--- src/rtl/casc_cap_pkg.sv ---
// Shared types for the cascaded capture timer.
package casc_cap_pkg;
    // Active-edge selection for the capture pins.
    typedef enum logic [1:0] {
        EDGE_RISE = 2'd0,
        EDGE_FALL = 2'd1,
        EDGE_BOTH = 2'd2,
        EDGE_OFF  = 2'd3
    } edge_sel_e;

    localparam int NUM_SLOTS = 4;
endpackage

--- src/rtl/cap_edge_sync.sv ---
// Brings one asynchronous capture pin into the clock domain through two
// flops, then flags the selected edge for one cycle.
// Assumes: the pin is low after reset, so no edge is reported unless it moves.
module cap_edge_sync
    import casc_cap_pkg::*;
(
    input  logic      clk,
    input  logic      rst_n,
    input  logic      pin,
    input  edge_sel_e sel,
    output logic      hit
);
    logic [2:0] shift_q;
    logic       rise, fall;

    // Synchronizer stages followed by one history stage.
    always_ff @(posedge clk) begin
        if (!rst_n) shift_q <= '0;
        else        shift_q <= {shift_q[1:0], pin};
    end

    assign rise = shift_q[1] & ~shift_q[2];
    assign fall = ~shift_q[1] & shift_q[2];

    // Edge qualification by the selected mode.
    always_comb begin
        unique case (sel)
            EDGE_RISE: hit = rise;
            EDGE_FALL: hit = fall;
            EDGE_BOTH: hit = rise | fall;
            default:   hit = 1'b0;
        endcase
    end

    // a single-edge mode cannot report in two consecutive cycles.
    a_r6_rise_single: assert property (@(posedge clk) disable iff (!rst_n)
        (sel == EDGE_RISE && hit && $stable(sel)) |=> !hit);
endmodule

--- src/rtl/half_counter.sv ---
// One half of the cascaded counter: adds one when stepped and reports the
// wrap carry and the value it will hold after the coming edge.
module half_counter #(
    parameter int W = 16
) (
    input  logic         clk,
    input  logic         rst_n,
    input  logic         step,
    output logic [W-1:0] value,
    output logic [W-1:0] value_next,
    output logic         carry
);
    localparam logic [W-1:0] ALL_ONES = '1;

    // Next value and carry toward the neighbouring half.
    assign value_next = step ? value + 1'b1 : value;
    assign carry      = step && (value == ALL_ONES);

    // Counter register.
    always_ff @(posedge clk) begin
        if (!rst_n) value <= '0;
        else        value <= value_next;
    end

    // each edge either steps by one or holds.
    a_r2_step_or_hold: assert property (@(posedge clk) disable iff (!rst_n)
        step |=> value == $past(value) + 1'b1);
    a_r4_hold: assert property (@(posedge clk) disable iff (!rst_n)
        !step |=> $stable(value));
endmodule

--- src/rtl/cap_slot.sv ---
// One capture slot: stores a snapshot on load and keeps a sticky flag.
// Assumes: a load has priority over a clear in the same cycle.
module cap_slot #(
    parameter int W = 16
) (
    input  logic         clk,
    input  logic         rst_n,
    input  logic         load,
    input  logic [W-1:0] src,
    input  logic         clr,
    output logic [W-1:0] value,
    output logic         flag
);
    // Snapshot register.
    always_ff @(posedge clk) begin
        if (!rst_n)    value <= '0;
        else if (load) value <= src;
    end

    // Sticky flag, set by load, dropped by clear.
    always_ff @(posedge clk) begin
        if (!rst_n)     flag <= 1'b0;
        else if (load)  flag <= 1'b1;
        else if (clr)   flag <= 1'b0;
    end

    // flag holds without a clear; it is set after every load.
    a_r10_flag_sticky: assert property (@(posedge clk) disable iff (!rst_n)
        (flag && !clr) |=> flag);
    a_r10_flag_on_load: assert property (@(posedge clk) disable iff (!rst_n)
        load |=> flag);
endmodule

--- src/rtl/casc_capture_timer.sv ---
// Cascaded 32-bit counter (two halves) with four capture slots.
// Slots 0/1 snapshot the low half, slots 2/3 the high half. In linked
// mode pins 0/1 load both halves in the same cycle with the post-edge value.
module casc_capture_timer
    import casc_cap_pkg::*;
#(
    parameter int HALF_W = 16
) (
    input  logic              clk,
    input  logic              rst_n,
    input  logic              cnt_en,
    input  logic [3:0]        cap_in,
    input  logic [1:0]        edge_sel,
    input  logic              link_en,
    input  logic [3:0]        clr_flags,
    output logic [HALF_W-1:0] cnt_lo,
    output logic [HALF_W-1:0] cnt_hi,
    output logic [HALF_W-1:0] capt_lo_a,
    output logic [HALF_W-1:0] capt_lo_b,
    output logic [HALF_W-1:0] capt_hi_a,
    output logic [HALF_W-1:0] capt_hi_b,
    output logic [3:0]        cap_flags
);
    localparam int HALF_SLOTS = NUM_SLOTS / 2;

    edge_sel_e         sel;
    logic [HALF_W-1:0] lo_next, hi_next;
    logic              lo_carry, hi_carry_unused;
    logic [3:0]        hit, slot_load;
    logic [HALF_W-1:0] slot_val [NUM_SLOTS];

    assign sel = edge_sel_e'(edge_sel);

    half_counter #(.W(HALF_W)) u_lo (
        .clk(clk), .rst_n(rst_n), .step(cnt_en),
        .value(cnt_lo), .value_next(lo_next), .carry(lo_carry)
    );

    half_counter #(.W(HALF_W)) u_hi (
        .clk(clk), .rst_n(rst_n), .step(lo_carry),
        .value(cnt_hi), .value_next(hi_next), .carry(hi_carry_unused)
    );

    // Per-pin synchronizers and per-slot capture registers.
    for (genvar i = 0; i < NUM_SLOTS; i++) begin : g_slot
        cap_edge_sync u_sync (
            .clk(clk), .rst_n(rst_n), .pin(cap_in[i]), .sel(sel), .hit(hit[i])
        );

        if (i < HALF_SLOTS) begin : g_low
            assign slot_load[i] = hit[i];
            cap_slot #(.W(HALF_W)) u_slot (
                .clk(clk), .rst_n(rst_n), .load(slot_load[i]), .src(lo_next),
                .clr(clr_flags[i]), .value(slot_val[i]), .flag(cap_flags[i])
            );
        end else begin : g_high
            // Linked mode borrows the low half's pin for the same letter.
            assign slot_load[i] = link_en ? hit[i-HALF_SLOTS] : hit[i];
            cap_slot #(.W(HALF_W)) u_slot (
                .clk(clk), .rst_n(rst_n), .load(slot_load[i]), .src(hi_next),
                .clr(clr_flags[i]), .value(slot_val[i]), .flag(cap_flags[i])
            );
        end
    end

    assign capt_lo_a = slot_val[0];
    assign capt_lo_b = slot_val[1];
    assign capt_hi_a = slot_val[2];
    assign capt_hi_b = slot_val[3];

    // linked pair equals the live counter just after the capture edge.
    a_r8_linked_pair_a: assert property (@(posedge clk) disable iff (!rst_n)
        (link_en && hit[0]) |=> (capt_lo_a == cnt_lo && capt_hi_a == cnt_hi));
    a_r8_linked_pair_b: assert property (@(posedge clk) disable iff (!rst_n)
        (link_en && hit[1]) |=> (capt_lo_b == cnt_lo && capt_hi_b == cnt_hi));
    // a wrap of the low half always moves the high half.
    a_r3_carry_steps_high: assert property (@(posedge clk) disable iff (!rst_n)
        lo_carry |=> (cnt_lo == '0 && cnt_hi == $past(cnt_hi) + 1'b1));
    // a linked capture on the wrap edge stores a zero low half.
    a_r9_wrap_capture: assert property (@(posedge clk) disable iff (!rst_n)
        (link_en && hit[0] && lo_carry) |=> capt_lo_a == '0);
endmodule

--- config.mk ---
export PLATFORM = sky130hd
export DESIGN_NAME = casc_capture_timer
export DESIGN_NICKNAME = d
export VERILOG_FILES = /design/src/rtl/casc_cap_pkg.sv /design/src/rtl/cap_edge_sync.sv /design/src/rtl/half_counter.sv /design/src/rtl/cap_slot.sv /design/src/rtl/casc_capture_timer.sv
export SDC_FILE = /design/constraint.sdc
export NUM_CORES = 1
export LEC_CHECK = 0
export BUFFER_PORTS_ARGS = -buffer_cell sky130_fd_sc_hd__clkbuf_2
export CORE_MARGIN = 3
export CORE_UTILIZATION = 45
export DETAILED_ROUTE_END_ITERATION = 8
export PLACE_DENSITY = 0.75
export RECOVER_POWER = 25
export SLEW_MARGIN = 20
export SYNTH_ARGS = -nofsm -noshare
export SYNTH_HDL_FRONTEND = slang
export SYNTH_SLANG_ARGS = --single-unit
export TNS_END_PERCENT = 50
--- constraint.sdc ---
create_clock -name clk -period 2.1 [get_ports clk]
set_input_delay 0.315 -clock clk [delete_from_list [all_inputs] [get_ports clk]]
set_output_delay 0.315 -clock clk [all_outputs]
set_load 0.02 [all_outputs]
; ---- Word-level counts from Yosys, hierarchy flattened
; Index checks and enable logic that the tools add are counted.
[word_totals]
reg_bits = 112
latchBits = 0
mem_bits_rw = 0
romBits = 0
in_bits = 14
wordCells = 61
memories = 0
[classes]
n_addsub = 2
multipliers = 0
n_div = 0
magnitude_cmp = 0
eq_ne = 3
n_shift = 0
mux = 16
bitwise = 20
n_reduce_logical = 6
[ops]
columns = operator, n
row1 = $add 16x1->16 const B, 2
row2 = $mux 16, 2
row3 = $eq 16x16->1 const B, 1
row4 = $pmux 1 s3, 4
row5 = $mux 1, 10
row6 = $and 1x1->1, 8
row7 = $not 1->1, 8
row8 = $reduce_bool 2->1, 4
row9 = $or 1x1->1, 4
row10 = $eq 2x1->1 const B, 1
row11 = $eq 2x2->1 const B, 1
row12 = $logic_not 2->1, 1
row13 = $logic_and 1x1->1, 1

; ---- Longest topological paths before layout
; Gate-level depths: netlist (run 1).
[depth]
ltp_word = 6
ltp_mapped = 7
depth_no_buf = 6

; ---- By module
; From an unflattened synthesis (run 1), not the netlist that was laid out.
[hier_totals]
hier_cells = 474
area_unflattened_um2 = 5062.4
[by_module_without_submodules]
columns = mod, n_inst, cells_per_inst, area_per_inst_um2, seq_area_each_um2
row1 = cap_slot, 4, 54, 649.4, 340.3
row2 = half_counter, 2, 102, 953.4, 320.3
row3 = cap_edge_sync, 4, 13, 133.9, 60.1
row4 = casc_capture_timer, 1, 2, 22.5, 0.0

; ---- Least setup slack after synthesis (run 1)
; No wires, ideal clock.
[synth_path]
kind = flip-flop to flip-flop
startpoint = register u_lo.value[3]
endpoint = register g_slot[2].g_high.u_slot.value[3]
setup_time_ns = 0.137
t_arrival_ns = 2.136
path_slack_ns = -0.172
path_stages_with_launch = 8
path_buffers = 3
synth_period_minus_slack_ns = 2.272
path_cell_list = dfxtp_1 > nand4_4 > or4_1 > buf_2 > buf_6 > buf_2 > o31ai_1 > a31oi_1
[synth_via]
elab_chain_len = 3
[synth_lines]
columns = element, line
row1 = start: declaration, half_counter.sv:9  ; output logic [W-1:0] value,
row2 = start signal: assignment, half_counter.sv:22  ; else value <= value_next;
row3 = $eq 16x16->1, half_counter.sv:17  ; assign carry = step && (value == ALL_ONES);
row4 = $logic_and 1x1->1, half_counter.sv:17
row5 = $mux 16, half_counter.sv:16  ; assign value_next = step ? value + 1'b1 : value;
row6 = end signal: assignment, cap_slot.sv:17  ; else if (load) value <= src;
row7 = end: declaration, cap_slot.sv:11  ; output logic [W-1:0] value,
; No other way between the ends.
; A chain may end at the register's enable or synchronous reset.

; ---- Worst setup path in the final report (run 1)
[layout_path]
startpoint = register u_lo.value[6]
endpoint = register g_slot[2].g_high.u_slot.value[14]
; Same word-level chain as after synthesis.

==> flow_summary.json, run 1 <==
{
  "outcome": "completed",
  "grt_use_met2": 0.324,
  "grt_pass1_wl_um": 17700,
  "grt_max_degree": 45,
  "vias": 3884,
  "switching_share": 0.271,
  "hold_viol_final": 0,
  "dp_hpwl_um": 7780,
  "syn-instance-count": 466,
  "drive_above_1_share": 0.257,
  "cts_setup_buffers": 0,
  "timing.rr.end": "g_slot[2].g_high.u_slot.value[14]",
  "relSlewSlack": 0.323,
  "cts_inserted_buffers": 9,
  "grt-busiest-layer": "met2",
  "first_pass_iters": 4,
  "period_needed_ns": 2.02,
  "powerDensity_mw_per_mm2": 749,
  "cts.path.max_buffers": 2,
  "endpoint": "g_slot[2].g_high.u_slot.value[14]",
  "routabilityCongestion": 0.811,
  "path_class": "reg -> reg",
  "path_clk_slew_ns": 0.12,
  "grt_use_met3": 0.0646,
  "gr-total-overflow": 0,
  "max_freq_mhz": 495,
  "area_growth_pct": 23.0,
  "peakVddDrop_mv": 0.406,
  "internal_power_uw": 2920,
  "track_usage": 0.198,
  "diodes": 0,
  "netSwitchingPower_uw": 1090,
  "die_h_um": 104,
  "cp-end-kind": "flip-flop",
  "skew_ns": 0.0185,
  "worstSetupStartpointType": "flip-flop",
  "wl_per_cell_um": 15.5,
  "synth_top_cell_by_area": "dfxtp_1",
  "fillers": 865,
  "io_pins": 114,
  "nets": 602,
  "regToRegSetupSlack_ns": 0.08,
  "h-tree-depth": 3,
  "cap_violations": 0,
  "yosys-top-cells-area": "dfxtp_1 (51%), a31oi_1 (5.2%), o21ai_0 (5.1%)",
  "initialDrtViolationCount": 200,
  "p_leak_uw": 0.00204,
  "fp.dieW_um": 104,
  "regToRegStartpoint": "u_lo.value[6]",
  "final_cells": 712,
  "core_mm2": 0.00933,
  "final_cell_mix": "dfxtp_1 (102), clkbuf_2 (76), nor2_1 (53), o21ai_0 (44), clkbuf_1 (39)",
  "clkPwrFrac": 0.336,
  "combPwrFrac": 0.100,
  "cts_root_buf": "clkbuf_8",
  "pwr-share-seq": 0.564,
  "final_util": 0.574,
  "async_flop_share": 0,
  "cp.required_ns": 2.40,
  "die_area_mm2": 0.0109,
  "port_buffers": 113,
  "cts_sinks": 112,
  "tritoncts": "yes",
  "crit_start": "u_lo.value[6]",
  "drt.antenna.violating_nets": 0,
  "drv_slew": 0,
  "period_share": 0.963,
  "avgViaCountPerCell": 5.46,
  "hold_buffers": 0,
  "drc": 0,
  "synth_area_per_cell_um2": 9.34,
  "hold_class": "in -> reg",
  "grt_pass1_vias": 3583,
  "synth_seq_cells": 112,
  "synth_nets": 490,
  "synth_edf_count": 0,
  "dp_cells": 696,
  "layout_commonest_cell": "dfxtp_1",
  "crit_fanout": 27,
  "initial_core_util": 0.467,
  "fp-row-count": 35,
  "routed_wl_um": 11000,
  "clk_latency_ns": 0.38,
  "ff2ff_path_depth": 5,
  "yosys.area.top_type_share": 0.515,
  "worstMarginPinSlew_ns": 1.02,
  "synthDistinctLibCells": 37,
  "antenna_found_initial": 0,
  "hold_slack_ns": 0.143,
  "synth_area_mm2": 0.00435,
  "grt_use_met1": 0.250,
  "setup_viol": 0,
  "synth_ff_type": "dfxtp_1",
  "synth_warnings": 0,
  "ys_seq_area_frac": 0.515,
  "arrival_ns": 2.32
}
-- cell usage after synthesis, types with 2 or more instances --
| master | instances |
|---|---|
| a211oi_1 | 24 |
| a21oi_1 | 26 |
| a31o_2 | 3 |
| a31oi_1 | 36 |
| and2_1 | 8 |
| and3_1 | 2 |
| and4_1 | 3 |
| buf_2 | 4 |
| buf_4 | 4 |
| clkbuf_1 | 25 |
| dfxtp_1 | 112 |
| ha_1 | 10 |
| inv_1 | 19 |
| mux2_2 | 6 |
| mux4_2 | 2 |
| nand2_1 | 9 |
| nand3_1 | 11 |
| nand4_1 | 11 |
| nor2_1 | 53 |
| nor3_1 | 2 |
| nor4_1 | 6 |
| o21ai_0 | 44 |
| o31ai_1 | 10 |
| or3_1 | 3 |
| or4_1 | 10 |
| xnor2_1 | 9 |
| xor2_1 | 4 |
-- layer usage --
metal	up-vias	routed length, um
li1	1906	-
met1	1857	4840
met2	111	5420
met3	10	663
met4	0	102
met5	-	0
-- sequential cells by signal, indices dropped and copies added, names as in the netlist --
name	cells
g_slot.g_high.u_slot.value	32
u_hi.value	16
g_slot.g_low.u_slot.value	32
g_slot.g_low.u_slot.flag	2
g_slot.u_sync.shift_q	12
g_slot.g_high.u_slot.flag	2
u_lo.value	16
-- power by group through the flow --
stage / registers [uW] / clock network [uW] / logic (uW)
after floorplan: 2400 / 0 / 178
after global placement: 2310 / 0 / 405
after detailed placement: 2310 / 0 / 415
after CTS: 2260 / 1380 / 417
after global routing: 2270 / 1460 / 441
final: 2260 / 1350 / 401
-- critical path, stage by stage, from the launching register on --
cell     delay, ns
dfxtp_4       0.39
nand4_4       0.11
or4_4         0.56
buf_12        0.18
or4_4         0.52
a31oi_1       0.19
-- final cells by class --
cell class / instances / area (um2) / share of cell area
sequential: 112 / 2260 / 0.422
clock inverter: 7 / 86.3 / 0.0161
clock buffer: 9 / 124 / 0.0231
inverter: 20 / 75.1 / 0.0140
tap: 129 / 161 / 0.0301
multi-input combinational: 299 / 1920 / 0.359
timing repair buffer: 136 / 722 / 0.135
-- worst min path at each step --
stage               cells past startpoint  slack (ns)                         from                          end
floorplan                               1        0.41  g_slot[0].u_sync.shift_q[0]  g_slot[0].u_sync.shift_q[1]
global placement                        1        0.41  g_slot[1].u_sync.shift_q[0]  g_slot[1].u_sync.shift_q[1]
detailed placement                      1        0.42  g_slot[2].u_sync.shift_q[0]  g_slot[2].u_sync.shift_q[1]
CTS                                     2        0.12                    cap_in[2]  g_slot[2].u_sync.shift_q[0]
global route                            2        0.12                    cap_in[2]  g_slot[2].u_sync.shift_q[0]
finish                                  2        0.14                    cap_in[2]  g_slot[2].u_sync.shift_q[0]
-- timing repair --
item / CTS / global route
pin swaps: 1 / 2
setup endpoints to repair: 2 / 32
resized for setup: 0 / 14
-- metrics by stage --
step / power (uW) / setup TNS, ns / cell area, um2 / setup WS, ns
after floorplan: 2580 / -0.328 / 4380 / -0.0314
after global placement: 2710 / 0 / 5140 / 0.0738
after detailed placement: 2730 / 0 / 5140 / 0.0341
after CTS: 4060 / 0 / 5350 / 0.00448
after global routing: 4170 / -0.0109 / 5360 / -0.00784
final: 4010 / 0 / 5360 / 0.0781
-- kinds of logic after synthesis --
group,share of synthesized area
compound gates,0.201
xor+xnor,0.0261
fa+ha+maj,0.0287
buf+inv,0.0537
flops,0.515
mux,0.0282
simple gates,0.148
(Power assumes the default switching activity.)
==> inputs of run 2 (changes only) <==
--- a/config.mk
+++ b/config.mk
@@ -5,11 +5,15 @@
 export SDC_FILE = /design/constraint.sdc
 export NUM_CORES = 1
 export LEC_CHECK = 0
+export ABC_CLOCK_PERIOD_IN_PS = 2100
 export BUFFER_PORTS_ARGS = -buffer_cell sky130_fd_sc_hd__clkbuf_2
+export CELL_PAD_IN_SITES_DETAIL_PLACEMENT = 1
+export CELL_PAD_IN_SITES_GLOBAL_PLACEMENT = 1
 export CORE_MARGIN = 3
-export CORE_UTILIZATION = 45
+export CORE_UTILIZATION = 35
 export DETAILED_ROUTE_END_ITERATION = 8
-export PLACE_DENSITY = 0.75
+export GPL_ROUTABILITY_DRIVEN = 0
+export PLACE_DENSITY = 0.78
 export RECOVER_POWER = 25
 export SLEW_MARGIN = 20
 export SYNTH_ARGS = -nofsm -noshare
==> flow_summary.json, run 2 (same netlist as run 1, synthesis figures left out) <==
{
  "cp-end-kind": "flip-flop",
  "initialDrtViolationCount": 187,
  "place_ws_ns": -0.0612,
  "peakVddDrop_mv": 0.421,
  "period_needed_ns": 2.07,
  "nets": 609,
  "fp.dieW_um": 118,
  "outcome": "completed",
  "arrival_ns": 2.36,
  "dp_cells": 739,
  "h-tree-depth": 3,
  "dp_hpwl_um": 9480,
  "avgViaCountPerCell": 5.27,
  "cts_root_buf": "clkbuf_16",
  "regToRegSetupSlack_ns": 0.03,
  "netSwitchingPower_uw": 1110,
  "gr-total-overflow": 0,
  "period_share": 0.988,
  "timing.rr.end": "g_slot[3].g_high.u_slot.value[15]",
  "hold_class": "in -> reg",
  "ff2ff_path_depth": 5,
  "diodes": 0,
  "drive_above_1_share": 0.332,
  "clk_latency_ns": 0.35,
  "io_pins": 114,
  "die_h_um": 118,
  "max_freq_mhz": 482,
  "relSlewSlack": 0.582,
  "path_clk_slew_ns": 0.07,
  "rsz0062_at_grt": "true",
  "hold_slack_ns": 0.171,
  "drv_slew": 0,
  "layout_commonest_cell": "clkbuf_2",
  "regToRegStartpoint": "u_lo.value[0]",
  "cap_violations": 0,
  "internal_power_uw": 3410,
  "holdPathStages": 2,
  "antenna_found_initial": 0,
  "core_mm2": 0.0121,
  "fp-row-count": 40,
  "wl_per_cell_um": 17.8,
  "grt_pass1_wl_um": 21400,
  "vias": 3991,
  "path_class": "reg -> reg",
  "worstSetupStartpointType": "flip-flop",
  "cts.path.max_buffers": 2,
  "fin_setup_tns_ns": 0,
  "drt.antenna.violating_nets": 0,
  "worstMarginPinSlew_ns": 0.627,
  "fin_ws_ns": 0.0258,
  "final_util": 0.469,
  "initial_core_util": 0.361,
  "port_buffers": 113,
  "pwr-share-seq": 0.503,
  "combPwrFrac": 0.097,
  "final_cells": 758,
  "cts_inserted_buffers": 9,
  "top_regs": "g_slot.g_low.u_slot.value (32), g_slot.g_high.u_slot.value (32)",
  "cp.required_ns": 2.38,
  "cts_sinks": 112,
  "drc": 0,
  "hold_viol_final": 0,
  "hold_end": "g_slot[3].u_sync.shift_q[0]",
  "powerDensity_mw_per_mm2": 798,
  "clkPwrFrac": 0.400,
  "hold_buffers": 0,
  "die_area_mm2": 0.0138,
  "skew_ns": 0.00804,
  "p_leak_uw": 0.00227,
  "track_usage": 0.192,
  "tritoncts": "yes",
  "switching_share": 0.245,
  "setup_viol": 0,
  "first_pass_iters": 4,
  "area_growth_pct": 29.9,
  "hp-start": "cap_in[3]",
  "routed_wl_um": 13500,
  "grt_pass1_vias": 4070,
  "crit_fanout": 6,
  "grt_max_degree": 49,
  "fillers": 1432,
  "final_cell_mix": "clkbuf_2 (113), dfxtp_1 (102), nor2_1 (53), o21ai_0 (43), a31oi_1 (33)"
}
-- run 2: changes by cell type in the layout (fill, tap and decap cells not counted), moves of 2 or more --
cell       change
clkbuf_2      +37
inv_8          -2
clkbuf_1      -36
a31oi_1        -2
clkbuf_8       -9
clkinv_4       -2
buf_4          +8
clkbuf_16      +9
-- run 2: through the flow --
stage | power [uW] | area (um2)
final | 4510 | 5650
after global routing | 4710 | 5650
after CTS | 4550 | 5560
after detailed placement | 2750 | 5240
after global placement | 2730 | 5240
after floorplan | 2580 | 4380
-- run 2: power by group through the flow --
stage	Clock (uW)	Sequential [uW]	Combinational, uW
2_1_floorplan	0	2400	178
3_3_place_gp	0	2310	419
3_5_place_dp	0	2320	434
4_1_cts	1850	2270	437
5_1_grt	1950	2280	482
6_report	1810	2270	440
-- run 2: layout make-up --
type	count	area (um2)	area share
multi-input cells	299	1960	0.347
well taps	168	210	0.0372
clock inverters	4	68.8	0.0122
inverters	20	75.1	0.0133
repair buffers	143	841	0.149
clock buffers	12	236	0.0418
flip-flops and latches	112	2260	0.400
-- run 2: what timing repair did --
item                                    CTS  global route
buffers inserted                          0             3
gates resized for setup                   6            14
endpoints found under the setup margin   25            22
pin swaps                                 1             7
-- run 2: worst max-delay path, cell delays in order (launching register included) --
cell     delay [ns]
dfxtp_4        0.38
ha_4           0.15
nand4_1        0.11
or4_4          0.59
or4_4          0.59
a31oi_1        0.17
-- run 2: how the worst max path moves through the flow --
stage,start,to,slack (ns),cells past startpoint
2_1_floorplan,u_lo.value[4],g_slot[2].g_high.u_slot.value[3],-0.03,7
3_3_place_gp,u_lo.value[6],g_slot[3].g_high.u_slot.value[12],0.02,5
3_5_place_dp,u_lo.value[6],g_slot[2].g_high.u_slot.value[15],-0.06,5
4_1_cts,u_lo.value[6],g_slot[2].g_high.u_slot.value[4],0.004,5
5_1_grt,u_lo.value[0],g_slot[3].g_high.u_slot.value[15],-0.04,5
6_report,u_lo.value[0],g_slot[3].g_high.u_slot.value[15],0.03,5
-- run 2: per-layer routing --
| layer | vias up | wire length (um) | global-route usage |
|---|---|---|---|
| met4 | 0 | 357 | 0.0696 |
| met5 | - | 0 | 0 |
| met1 | 1963 | 5660 | 0.227 |
| met3 | 22 | 537 | 0.0529 |
| li1 | 1928 | - | - |
| met2 | 78 | 6960 | 0.335 |
